<file path="config.mk">
export PLATFORM = sky130hd
export DESIGN_NAME = lnk_tx_framer
export DESIGN_NICKNAME = d
export VERILOG_FILES = /design/src/rtl/lnk_txfrm_pkg.sv /design/src/rtl/lnk_word_timer.sv /design/src/rtl/lnk_train_gen.sv /design/src/rtl/lnk_word_mux.sv /design/src/rtl/lnk_frame_fsm.sv /design/src/rtl/lnk_tx_framer.sv
export SDC_FILE = /design/constraint.sdc
export NUM_CORES = 1
export LEC_CHECK = 0
export BUFFER_PORTS_ARGS = -buffer_cell sky130_fd_sc_hd__buf_2
export CAP_MARGIN = 20
export CORE_UTILIZATION = 42
export DETAILED_ROUTE_END_ITERATION = 10
export PLACE_DENSITY_LB_ADDON = 0.2
export SYNTH_ARGS = -nofsm -noshare
export SYNTH_HDL_FRONTEND = slang
export SYNTH_SLANG_ARGS = --single-unit
</file>
<file path="constraint.sdc">
create_clock -name clk -period 2.8 [get_ports clk]
set_input_delay 0.28 -clock clk [delete_from_list [all_inputs] [get_ports clk]]
set_output_delay 0.28 -clock clk [all_outputs]
set_load 0.02 [all_outputs]
</file>
<file path="src/rtl/lnk_txfrm_pkg.sv">
package lnk_txfrm_pkg;

  typedef enum logic [2:0] {
    ST_IDLE  = 3'd0,
    ST_WARM  = 3'd1,
    ST_START = 3'd2,
    ST_DATA  = 3'd3,
    ST_STOP  = 3'd4
  } lnk_st_e;

  typedef enum logic [2:0] {
    SEL_NONE  = 3'd0,
    SEL_TRAIN = 3'd1,
    SEL_START = 3'd2,
    SEL_PAY   = 3'd3,
    SEL_STOP  = 3'd4
  } lnk_sel_e;

  typedef struct packed {
    lnk_st_e  ns;
    lnk_sel_e sel;
  } lnk_step_t;

  // One decision of the framing sequence: next phase and which word to load.
  function automatic lnk_step_t plan_step(input lnk_st_e st, input logic bnd,
                                          input logic warm, input logic comm,
                                          input logic vld);
    lnk_step_t s;
    s.ns  = st;
    s.sel = SEL_NONE;
    if (bnd) begin
      case (st)
        ST_IDLE: begin
          if (comm && vld) begin
            s.ns = ST_START; s.sel = SEL_START;
          end else if (warm) begin
            s.ns = ST_WARM;  s.sel = SEL_TRAIN;
          end else begin
            s.ns = ST_IDLE;
          end
        end
        ST_WARM: begin
          if (comm && vld) begin
            s.ns = ST_START; s.sel = SEL_START;
          end else if (warm || comm) begin
            s.ns = ST_WARM;  s.sel = SEL_TRAIN;
          end else begin
            s.ns = ST_IDLE;
          end
        end
        ST_START, ST_DATA: begin
          if (vld) begin
            s.ns = ST_DATA; s.sel = SEL_PAY;
          end else begin
            s.ns = ST_STOP; s.sel = SEL_STOP;
          end
        end
        ST_STOP: s.ns = ST_IDLE;
        default: s.ns = ST_IDLE;
      endcase
    end
    return s;
  endfunction

endpackage

</file>
<file path="src/rtl/lnk_word_timer.sv">
module lnk_word_timer #(
  parameter int LOAD_PERIOD = 5
) (
  input  logic clk,
  input  logic rst_n,
  input  logic active_i,
  input  logic load_i,
  output logic bnd_o
);
  localparam int CW = (LOAD_PERIOD > 1) ? $clog2(LOAD_PERIOD) : 1;
  localparam logic [CW-1:0] LAST = CW'(LOAD_PERIOD - 1);

  logic [CW-1:0] cnt;

  always_ff @(posedge clk) begin
    if (!rst_n)          cnt <= '0;
    else if (load_i)     cnt <= '0;
    else if (cnt != LAST) cnt <= cnt + 1'b1;
  end

  // In rest every cycle may decide; otherwise only the last cycle of a word.
  assign bnd_o = !active_i || (cnt == LAST);
endmodule

</file>
<file path="src/rtl/lnk_train_gen.sv">
module lnk_train_gen #(
  parameter int WORD_W = 40
) (
  output logic [WORD_W-1:0] pattern_o
);
  for (genvar i = 0; i < WORD_W; i++) begin : g_bit
    assign pattern_o[i] = 1'(i % 2);
  end
endmodule

</file>
<file path="src/rtl/lnk_word_mux.sv">
module lnk_word_mux
  import lnk_txfrm_pkg::*;
#(
  parameter int          WORD_W     = 40,
  parameter logic [7:0]  START_CODE = 8'hDF,
  parameter logic [7:0]  STOP_CODE  = 8'hBF
) (
  input  lnk_sel_e          sel_i,
  input  logic [WORD_W-1:0] train_i,
  input  logic [WORD_W-1:0] pay_i,
  output logic [WORD_W-1:0] word_o
);
  logic [WORD_W-1:0] start_flit;
  logic [WORD_W-1:0] stop_flit;

  for (genvar i = 0; i < WORD_W; i++) begin : g_flit
    assign start_flit[i] = START_CODE[i % 8];
    assign stop_flit[i]  = STOP_CODE[i % 8];
  end

  always_comb begin
    case (sel_i)
      SEL_TRAIN: word_o = train_i;
      SEL_START: word_o = start_flit;
      SEL_PAY:   word_o = pay_i;
      SEL_STOP:  word_o = stop_flit;
      default:   word_o = '0;
    endcase
  end
endmodule

</file>
<file path="src/rtl/lnk_frame_fsm.sv">
module lnk_frame_fsm
  import lnk_txfrm_pkg::*;
(
  input  logic     clk,
  input  logic     rst_n,
  input  logic     bnd_i,
  input  logic     warm_i,
  input  logic     comm_i,
  input  logic     vld_i,
  output lnk_st_e  st_o,
  output lnk_sel_e sel_o,
  output logic     load_o,
  output logic     pop_o
);
  lnk_st_e   st;
  lnk_step_t step;

  always_comb step = plan_step(st, bnd_i, warm_i, comm_i, vld_i);

  always_ff @(posedge clk) begin
    if (!rst_n) st <= ST_IDLE;
    else        st <= step.ns;
  end

  assign st_o   = st;
  assign sel_o  = step.sel;
  assign load_o = (step.sel != SEL_NONE);
  assign pop_o  = (step.sel == SEL_PAY);
endmodule

</file>
<file path="src/rtl/lnk_tx_framer.sv">
module lnk_tx_framer
  import lnk_txfrm_pkg::*;
#(
  parameter int         WORD_W      = 40,
  parameter int         LOAD_PERIOD = 5,
  parameter logic [7:0] START_CODE  = 8'hDF,
  parameter logic [7:0] STOP_CODE   = 8'hBF
) (
  input  logic              clk,
  input  logic              rst_n,
  input  logic              warm_en_i,
  input  logic              comm_en_i,
  input  logic              fifo_valid_i,
  input  logic [WORD_W-1:0] fifo_data_i,
  output logic              fifo_pop_o,
  output logic [WORD_W-1:0] ser_word_o,
  output logic              ser_load_o
);
  // Named internal events, used by the bound checker.
  lnk_st_e           st;
  lnk_sel_e          sel;
  logic              word_bnd;
  logic              load;
  logic              pop;
  logic [WORD_W-1:0] train_word;

  lnk_word_timer #(.LOAD_PERIOD(LOAD_PERIOD)) u_timer (
    .clk      (clk),
    .rst_n    (rst_n),
    .active_i (st != ST_IDLE),
    .load_i   (load),
    .bnd_o    (word_bnd)
  );

  lnk_frame_fsm u_fsm (
    .clk    (clk),
    .rst_n  (rst_n),
    .bnd_i  (word_bnd),
    .warm_i (warm_en_i),
    .comm_i (comm_en_i),
    .vld_i  (fifo_valid_i),
    .st_o   (st),
    .sel_o  (sel),
    .load_o (load),
    .pop_o  (pop)
  );

  lnk_train_gen #(.WORD_W(WORD_W)) u_train (
    .pattern_o (train_word)
  );

  lnk_word_mux #(
    .WORD_W     (WORD_W),
    .START_CODE (START_CODE),
    .STOP_CODE  (STOP_CODE)
  ) u_mux (
    .sel_i   (sel),
    .train_i (train_word),
    .pay_i   (fifo_data_i),
    .word_o  (ser_word_o)
  );

  assign ser_load_o = load;
  assign fifo_pop_o = pop;
endmodule

</file>
=== After elaboration in Yosys (flattened, before gate mapping) ===
Index checks and enable logic that the tools add are counted.

* Reductions and logical operators: 9
* Equality and inequality tests: 9
* Add/sub/neg operators: 1
* Bitwise gates (word level): 1
* Muxes and demuxes: 9

{| class="wikitable"
|+ Operators by type and width
! kind !! number
|-
| one-hot mux 40 bit (4 select lines) || 1
|-
| one-hot mux 3 bit (3 select lines) || 2
|-
| equality test 3 x 2 -> 1 bit (second input constant) || 4
|-
| 2-to-1 mux 6 bit || 2
|-
| equality test 3 x 1 -> 1 bit (second input constant) || 2
|-
| equality test 3 bit (second input constant) || 2
|-
| nonzero test 3 bit || 2
|-
| 2-to-1 mux 5 bit || 1
|-
| OR reduction 2 bit || 2
|-
| adder 3 x 1 -> 3 bit (second input constant) || 1
|-
| logical NOT 3 bit || 1
|-
| 2-to-1 mux 3 bit || 1
|-
| inequality test 3 bit (second input constant) || 1
|-
| logical OR 1 bit || 2
|-
| 2-to-1 mux 1 bit || 2
|-
| logical AND 1 bit || 1
|-
| logical NOT 1 bit || 1
|-
| NOT 1 bit || 1
|}

* Bits in registers: 6
* Output and inout port bits: 42
* Word-level logic and storage cells: 31

=== Depth between registers and ports, before layout ===
Gate-level depths: netlist of run 1.

* Depth after elaboration: 7
* Mapped depth: 7
* Depth with buffers taken out: 5

=== Hierarchy ===
Synthesis of run 1 repeated with hierarchy kept, for this count alone.

* Cell total of the unflattened synthesis: 194
* Area total of the unflattened synthesis: 1348.8 um^2

{| class="wikitable"
|+ By module, submodules not included
! module !! cells an instance !! times used !! area each (um^2) !! sequential area each (um^2)
|-
| lnk_word_mux || 108 || 1 || 675.6 || 0.0
|-
| lnk_train_gen || 42 || 1 || 307.8 || 0.0
|-
| lnk_frame_fsm || 24 || 1 || 191.4 || 60.1
|-
| lnk_word_timer || 19 || 1 || 167.7 || 60.1
|-
| lnk_tx_framer || 1 || 1 || 6.3 || 0.0
|}

=== Worst setup path after synthesis of run 1 ===
OpenSTA, ideal clock, no wires.

* Path type: register to output
* Start point: register u_timer.cnt[0]
* End point: output port ser_word_o[0]
* Slack: 0.934 ns
* Stages on the path, launching flop included: 7
* Buffers on the path: 1
* Arrival time: 1.586 ns
* Cell sequence: dfxtp_1 > inv_1 > ha_1 > a2bb2oi_2 > or4b_4 > buf_6 > a22oi_2

* Cells in the longest elaborated chain, start to end: 5
* Elaborated cells between the ends (all ways): 8
* Classes of those cells: 5 x eq/ne; 2 x mux; 1 x reduce/logical

{| class="wikitable"
|+ Ends and longest elaborated chain
! what !! line !! text
|-
| start, declared || lnk_word_timer.sv:13 || <nowiki>logic [CW-1:0] cnt;</nowiki>
|-
| start signal, assigned || lnk_word_timer.sv:18 || <nowiki>else if (cnt != LAST) cnt <= cnt + 1'b1;</nowiki>
|-
| equality test 3 bit * || lnk_word_timer.sv:22 || <nowiki>assign bnd_o = !active_i || (cnt == LAST);</nowiki>
|-
| logical OR 1 bit * || lnk_word_timer.sv:22 ||
|-
| 2-to-1 mux 3 bit * || lnk_txfrm_pkg.sv:31 || <nowiki>if (bnd) begin</nowiki>
|-
| equality test 3 bit, or another cell as far along || lnk_word_mux.sv:22 || <nowiki>case (sel_i)</nowiki>
|-
| one-hot mux 40 bit (4 select lines) * || lnk_word_mux.sv:22 ||
|-
| end, declared || lnk_tx_framer.sv:16 || <nowiki>output logic [WORD_W-1:0] ser_word_o,</nowiki>
|}

Every way passes the cells marked *; elsewhere a longest branch is shown, timed or not.

=== Worst setup path in the final report of run 1 ===
* Start point: register u_fsm.st[1] (netlist: u_fsm.st_o[1])
* End point: output port ser_word_o[12]

* Cells in the longest elaborated chain, start to end: 6
* Elaborated cells between the ends (all ways): 15
* Classes of those cells: 7 x eq/ne; 3 x mux; 5 x reduce/logical

{| class="wikitable"
|+ Ends and longest elaborated chain
! what !! line !! text
|-
| start, declared || lnk_frame_fsm.sv:15 || <nowiki>lnk_st_e st;</nowiki>
|-
| start signal, assigned || lnk_frame_fsm.sv:22 || <nowiki>else st <= step.ns;</nowiki>
|-
| equality test 3 x 2 -> 1 bit / nonzero test 3 bit (equally long branches) || lnk_txfrm_pkg.sv:32, lnk_tx_framer.sv:30 ||
|-
| OR reduction 2 bit / logical NOT 1 bit (equally long branches) || lnk_txfrm_pkg.sv:32, lnk_word_timer.sv:22 ||
|-
| one-hot mux 3 bit (3 select lines) / logical OR 1 bit (equally long branches) || lnk_txfrm_pkg.sv:32, lnk_word_timer.sv:22 ||
|-
| 2-to-1 mux 3 bit * || lnk_txfrm_pkg.sv:31 ||
|-
| equality test 3 bit, or another cell as far along || lnk_word_mux.sv:22 ||
|-
| one-hot mux 40 bit (4 select lines) * || lnk_word_mux.sv:22 ||
|}

Marked as above.

==> metrics.md, run 1 <==
| Metric | Value |
|---|---|
| CP max FO | `20` |
| Crit end category | `output port` |
| Layout cell share with drive strength beyond 1 | `a little under three fifths` |
| Clock-pin slew on the worst setup and hold paths | `~0.04 ns` |
| Outcome | `completed` |
| Setup violations, final | `0` |
| Initial antenna violation count | `0` |
| Count leader, synth | `nand3_1` |
| RR Startpoint | `u_timer.cnt[0]` |
| Synth top area share | `between 10% and 20%` |
| Number of clock sinks | `6` |
| Post-route DRC violation count | `0` |
| Sequential share of the synthesized area | `between 10% and 20%` |
| CP Class | `flop to output port` |
| Post-DP HPWL | `2340 um` |
| Core Area | `roughly 2300 um2` |
| Post-Synth Simple-Gate Area | `between 20% and 30%` |
| TritonCTS Buffers | `3` |
| Number of synthesized flops with an enable pin | `0` |
| Vias in the first global route | `around 1.1k` |
| Main flop type after synthesis | `dfxtp_1` |
| Post-cts repair resize count | `0` |
| Drt total wl | `2930 um` |
| Reg-to-reg slack, setup | `1.12 ns` |
| Tcrit/Tclk final | `between 80 and 90%` |
| # IOs | `87` |
| Initial Util | `between 40 and 50%` |
| Reg2Reg Depth | `5` |
| Design area | `1460 um2` |
| Count of cell types in the netlist | `33` |
| Final hold vios | `0` |
| Clk_skew | `about 0.0048 ns` |
| Fin Hold WS | `0.338 ns` |
| Avg Cell Area, Syn | `7.43 um2` |
| Static Leak | `between 0.0008 and 0.0009 uW` |
| Root Buffer | `clkbuf_4` |
| Slew HR | `25.9%` |
| FF/Latch Area | `around 120 um2` |
| Standard-cell rows | `17` |
| DR iter-0 viols | `18` |
| Final min period | `2.51 ns` |
| # Post-CTS Setup Buffers | `0` |
| RSZ-0062 raised after global routing | `no` |
| GRT Overall Usage | `between 20% and 30%` |
| Clk Latency, worst-skew pair | `roughly 0.24 ns` |
| WP data required | `between 2 and 3 ns` |
| Synth cell count leaders | `nand3_1 (30), inv_1 (25), a22oi_2 (15), buf_2 (7)` |
| Post-synthesis mux area share | `0.970%` |
| Async SR Flop Fraction | `0%` |
| Max Slew Vio Count | `0` |
| Nets | `between 200 and 300` |
| Seq cells post-synth | `6` |
| Maximum clock frequency | `398 MHz` |
| Xor and xnor area share after synthesis | `less than 1%` |
| Post-detailed-route via-to-cell ratio | `5.30` |
| Clk buf depth | `2` |
| Synth Area in Compound Gates | `38.1%` |
| Hold Path End | `u_fsm.st_o[1]` |
| Yosys warning count | `0` |
| Grt ovf | `0` |
| Largest family of logic cells by synthesized area | `compound AO/OA/AOI/OAI gates` |
| Avg WL per Cell | `approximately 12 um` |
| Syn Nets | `186` |
| Hold-fix buffers, CTS | `0` |
| Routability cong. | `about 0.85` |
| Worst Path Arrival | `around 2.2 ns` |
| Maximum capacitance violations | `0` |
| Setup TNS | `0 ns` |
| ANT nets after route | `0` |
| Antenna diodes | `0` |
| First-pass GRT wire length | `around 4700 um` |
| Area of the multi-input gates | `731 um2` |
| First drt pass iteration count | `4` |
| Buffers on Ports | `86` |
| Top post-synthesis cells by area | `a22oi_2 (18%), nand3_1 (15%), dfxtp_1 (12%), inv_1 (9.1%), a31o_2 (5.1%)` |
| Fillers | `between 150 and 200` |
| Die H | `just over 50 um` |
| IR drop worst, VDD | `0.334 mV` |
| Reg-to-reg endpoint | `u_fsm.st_o[1]` |
| Syn Std Cell Area | `1030 um2` |
| Die W | `around 52 um` |
| Die area | `between 2000 and 3000 um2` |
| Area Growth Syn to Fin | `41.0%` |
| Hold Path Class | `primary input to flop` |
| Via count | `~1.3k` |
| Pwr/cell area | `465 nW/um2` |
| Dominant cell type by area after synthesis | `a22oi_2` |
| Least-Margin Pin Slew | `around 1.1 ns` |
| Placed cell areas | `between 1000 and 1500 um2` |
| Hold depth | `2` |
| Adder-Cell Fraction of Synth Area | `under 10%` |
| Htree depth | `1` |
| HP Start | `rst_n` |
| Critical Path Start Type | `flop` |
| Mapped Cells | `around 140` |
| Largest net degree at the start of global routing | `30` |
| CTS tree | `done` |
flip-flops by register name, indices dropped and copies added, names as in the netlist:
name and flops:
u_timer.cnt 3, u_fsm.st_o 3
power breakdown:
part	internal [uW]	switching, uW
Clock	48.4	29.9
Sequential	95.8	13.0
Combinational	180	310
through the flow:
step / total power (uW) / std cells / worst slack [ns] / util [%]
2_1_floorplan: 461 / 139 / 0.934 / -
3_3_place_gp: 591 / 241 / 0.481 / 63.5
3_5_place_dp: 602 / 241 / 0.389 / 63.5
4_1_cts: 684 / 244 / 0.305 / 64.5
5_1_grt: 732 / 244 / 0.130 / 64.5
6_report: 677 / 244 / 0.288 / 64.5
logic make-up (layout without fill, tap and decap cells):
family          count (synthesis)  after routing
compound gates                 39             39
xor+xnor                        1              1
fa+ha+maj                       2              2
buf+inv                        40            117
flops                           6              6
mux                             1              1
simple gates                   50             50
how the worst max path moves through the flow:
stage                              start              to  slack [ns]  cells past startpoint
after floorplan           u_timer.cnt[0]   ser_word_o[0]        0.93                      6
after global placement      fifo_valid_i  ser_word_o[12]        0.48                      5
after detailed placement    fifo_valid_i  ser_word_o[12]        0.39                      5
after CTS                  u_fsm.st_o[1]  ser_word_o[12]        0.30                      4
after global routing       u_fsm.st_o[1]  ser_word_o[12]        0.13                      4
final                      u_fsm.st_o[1]  ser_word_o[12]        0.29                      4
layout make-up:
cell class | count | share of cell area (%)
multi-input cells | 93 | 50.2
repair buffers | 89 | 31.1
flip-flops and latches | 6 | 8.25
inverters | 25 | 6.45
well taps | 28 | 2.41
clock buffers | 3 | 1.55
layout by cell type (no fill, tap or decap):
cell / n
dfxtp_1: 6
a31o_2: 6
a21oi_2: 5
a2111o_1: 1
clkbuf_4: 3
a21oi_1: 1
o21ai_0: 1
ha_1: 2
and2_1: 2
a311oi_1: 1
nand2b_1: 1
nor2_1: 3
inv_1: 25
a22oi_2: 15
nand2_1: 3
o211ai_1: 1
xnor2_1: 1
buf_2: 86
a211oi_1: 1
a2bb2oi_2: 1
a21boi_0: 3
or4b_1: 5
a21o_1: 1
and4b_1: 1
or4b_4: 1
nor3b_1: 2
nand3_1: 30
buf_4: 3
nand3b_1: 1
nor2b_1: 1
mux2i_1: 1
a22o_1: 1
a32o_1: 1
per-layer routing:
metal	wire, um	global-route usage, %	up-vias
met5	0	0	-
met4	14	4.05	0
met3	256	6.43	2
met2	1430	40.5	61
met1	1230	26.4	576
li1	-	-	655
worst max-delay path, stage by stage (launching register included):
cell and delay (ns):
dfxtp_1 0.40, a211oi_1 0.27, a32o_1 0.92, a22oi_2 0.19, buf_2 0.20
Power figures use the tool's default switching activity.
==> run 2, diff against run 1 <==
--- a/config.mk
+++ b/config.mk
@@ -8,6 +8,7 @@
 export BUFFER_PORTS_ARGS = -buffer_cell sky130_fd_sc_hd__buf_2
 export CAP_MARGIN = 20
 export CORE_UTILIZATION = 42
+export CTS_CLUSTER_SIZE = 12
 export DETAILED_ROUTE_END_ITERATION = 10
 export PLACE_DENSITY_LB_ADDON = 0.2
 export SYNTH_ARGS = -nofsm -noshare
==> constraint.sdc (replaced) <==
create_clock -name clk -period 2.8 [get_ports clk]
set_input_delay 0.42 -clock clk [delete_from_list [all_inputs] [get_ports clk]]
set_output_delay 0.42 -clock clk [all_outputs]
set_load 0.02 [all_outputs]
==> metrics.md, run 2 (synthesized netlist as in run 1, its figures left out) <==
| Metric | Value |
|---|---|
| Outcome | `completed (unchanged)` |
| DR iter-0 viols | `23 (was 18)` |
| Reg-to-reg endpoint | `u_fsm.st_o[1] (unchanged)` |
| Clock-pin slew on the worst setup and hold paths | `0.05 ns (was 0.04 ns)` |
| # Post-CTS Setup Buffers | `0 (unchanged)` |
| Hold depth | `2 (unchanged)` |
| Buffers on Ports | `86 (unchanged)` |
| Reg-to-reg slack, setup | `1.07 ns (was 1.12 ns)` |
| Placed Cells | `243 (was 241)` |
| CTS tree | `done (unchanged)` |
| Drt total wl | `3100 um (was 2930 um)` |
| Fin Hold WS | `0.483 ns (was 0.338 ns)` |
| Vias in the first global route | `1155 (was 1108)` |
| Die W | `51.6 um (unchanged)` |
| WP data required | `2.38 ns (was 2.52 ns)` |
| Crit end category | `output port (unchanged)` |
| Least-Margin Pin Slew | `0.441 ns (was 1.11 ns)` |
| Slew HR | `70.6% (was 25.9%)` |
| GRT Overall Usage | `24.0% (was 22.5%)` |
| Nets | `268 (was 265)` |
| FF/Latch Area | `120 um2 (unchanged)` |
| IR drop worst, VDD | `0.398 mV (was 0.334 mV)` |
| Routability cong. | `0.780 (was 0.851)` |
| RR Startpoint | `u_timer.cnt[0] (unchanged)` |
| Maximum clock frequency | `403 MHz (was 398 MHz)` |
| Initial Util | `45.8% (unchanged)` |
| Clk_skew | `0.00892 ns (was 0.00478 ns)` |
| Setup TNS | `0 ns (unchanged)` |
| Setup violations, final | `0 (unchanged)` |
| Standard-cell rows | `17 (unchanged)` |
| Number of clock sinks | `6 (unchanged)` |
| Placed cell areas | `1450 um2 (was 1430 um2)` |
| Static Leak | `0.000867 uW (was 0.000850 uW)` |
| Largest net degree at the start of global routing | `22 (was 30)` |
| Initial antenna violation count | `0 (unchanged)` |
| Commonest non-fill, non-tap cell in the layout | `buf_2 (unchanged)` |
| Clk buf depth | `2 (unchanged)` |
| Design area | `1490 um2 (was 1460 um2)` |
| Most frequent cells in the layout | `buf_2 (86), nand3_1 (30), inv_1 (25) (unchanged)` |
| Area of the multi-input gates | `731 um2 (unchanged)` |
| TritonCTS Buffers | `3 (unchanged)` |
| Post-DP HPWL | `2450 um (was 2340 um)` |
| Post-detailed-route via-to-cell ratio | `5.26 (was 5.30)` |
| Hold Path Class | `primary input to flop (unchanged)` |
| Die H | `51.6 um (unchanged)` |
| Worst Path Arrival | `2.06 ns (was 2.23 ns)` |
| Maximum capacitance violations | `0 (unchanged)` |
| First drt pass iteration count | `5 (was 4)` |
| Clk Latency, worst-skew pair | `0.25 ns (was 0.24 ns)` |
| Post-route DRC violation count | `0 (unchanged)` |
| Max Slew Vio Count | `0 (unchanged)` |
| PnR worst setup slack | `0.321 ns (was 0.288 ns)` |
| Final min period | `2.48 ns (was 2.51 ns)` |
| Tcrit/Tclk final | `88.5% (was 89.7%)` |
| HP Start | `rst_n (unchanged)` |
| Die area | `2660 um2 (unchanged)` |
| Antenna diodes | `0 (unchanged)` |
| Place WS | `0.204 ns (was 0.389 ns)` |
| # IOs | `87 (unchanged)` |
| CP max FO | `21 (was 20)` |
| First-pass GRT wire length | `4850 um (was 4650 um)` |
| Fillers | `203 (was 189)` |
| Reg2Reg Depth | `5 (unchanged)` |
| Pwr/cell area | `467 nW/um2 (was 465 nW/um2)` |
| Post-cts repair resize count | `0 (unchanged)` |
| Htree depth | `1 (unchanged)` |
| Critical Path Start Type | `flop (unchanged)` |
| Via count | `1300 (was 1294)` |
| Layout cell share with drive strength beyond 1 | `56.2% (was 55.6%)` |
| ANT nets after route | `0 (unchanged)` |
| Root Buffer | `clkbuf_4 (unchanged)` |
| Grt ovf | `0 (unchanged)` |
| Area Growth Syn to Fin | `43.9% (was 41.0%)` |
| RSZ-0062 raised after global routing | `no (unchanged)` |
| Fin cells | `247 (was 244)` |
| Final hold vios | `0 (unchanged)` |
| Avg WL per Cell | `12.6 um (was 12.0 um)` |
| Hold-fix buffers, CTS | `0 (unchanged)` |
| CP Class | `flop to output port (unchanged)` |
| Core Area | `2250 um2 (unchanged)` |
| Hold Path End | `u_fsm.st_o[2] (was u_fsm.st_o[1])` |
## run 2: cell types whose count changed in the layout (fill, tap and decap cells not counted)
cell	change
buf_8	+1
buf_4	+2
## run 2: worst max-delay path, cell delays in order (launching register included)
cell       delay [ns]
dfxtp_1          0.32
inv_1            0.06
ha_1             0.23
a2bb2oi_2        0.10
or4b_4           0.70
a22oi_2          0.20
buf_2            0.19
## run 2: metal layers
metal  wire, um  GRT usage, %  vias up
met5          0             0        -
met4         14          4.50        0
met3        327          8.48        2
met2       1500          43.7       61
met1       1260          26.6      578
li1           -             -      659
## run 2: how the worst max path moves through the flow
stage / from / end / slack [ns] / cells after the start
after floorplan: u_timer.cnt[0] / ser_word_o[0] / 0.79 / 6
after global placement: fifo_valid_i / ser_word_o[8] / 0.34 / 5
after detailed placement: fifo_valid_i / ser_word_o[18] / 0.20 / 5
after CTS: u_fsm.st_o[1] / ser_word_o[18] / 0.09 / 4
after global routing: u_timer.cnt[0] / ser_word_o[34] / 0.22 / 7
final: u_timer.cnt[0] / ser_word_o[18] / 0.32 / 6
## run 2: final cells by class
| type | count | area share (%) |
|---|---|---|
| Inverter | 25 | 6.32 |
| Multi-Input combinational cell | 93 | 49.2 |
| Clock buffer | 3 | 1.52 |
| Timing Repair Buffer | 92 | 32.5 |
| Tap cell | 28 | 2.36 |
| Sequential cell | 6 | 8.09 |
## run 2: where the power goes
group	switching, uW	internal [uW]
Clock	30.1	48.4
Sequential	13.2	95.8
Combinational	314	192
Total	358	336
## run 2: through the flow
stage                     total power [uW]  utilization [%]
after floorplan                        461                -
after global placement                 597             64.2
after detailed placement               611             64.2
after CTS                              692             65.2
after global routing                   741             65.9
final                                  694             65.9
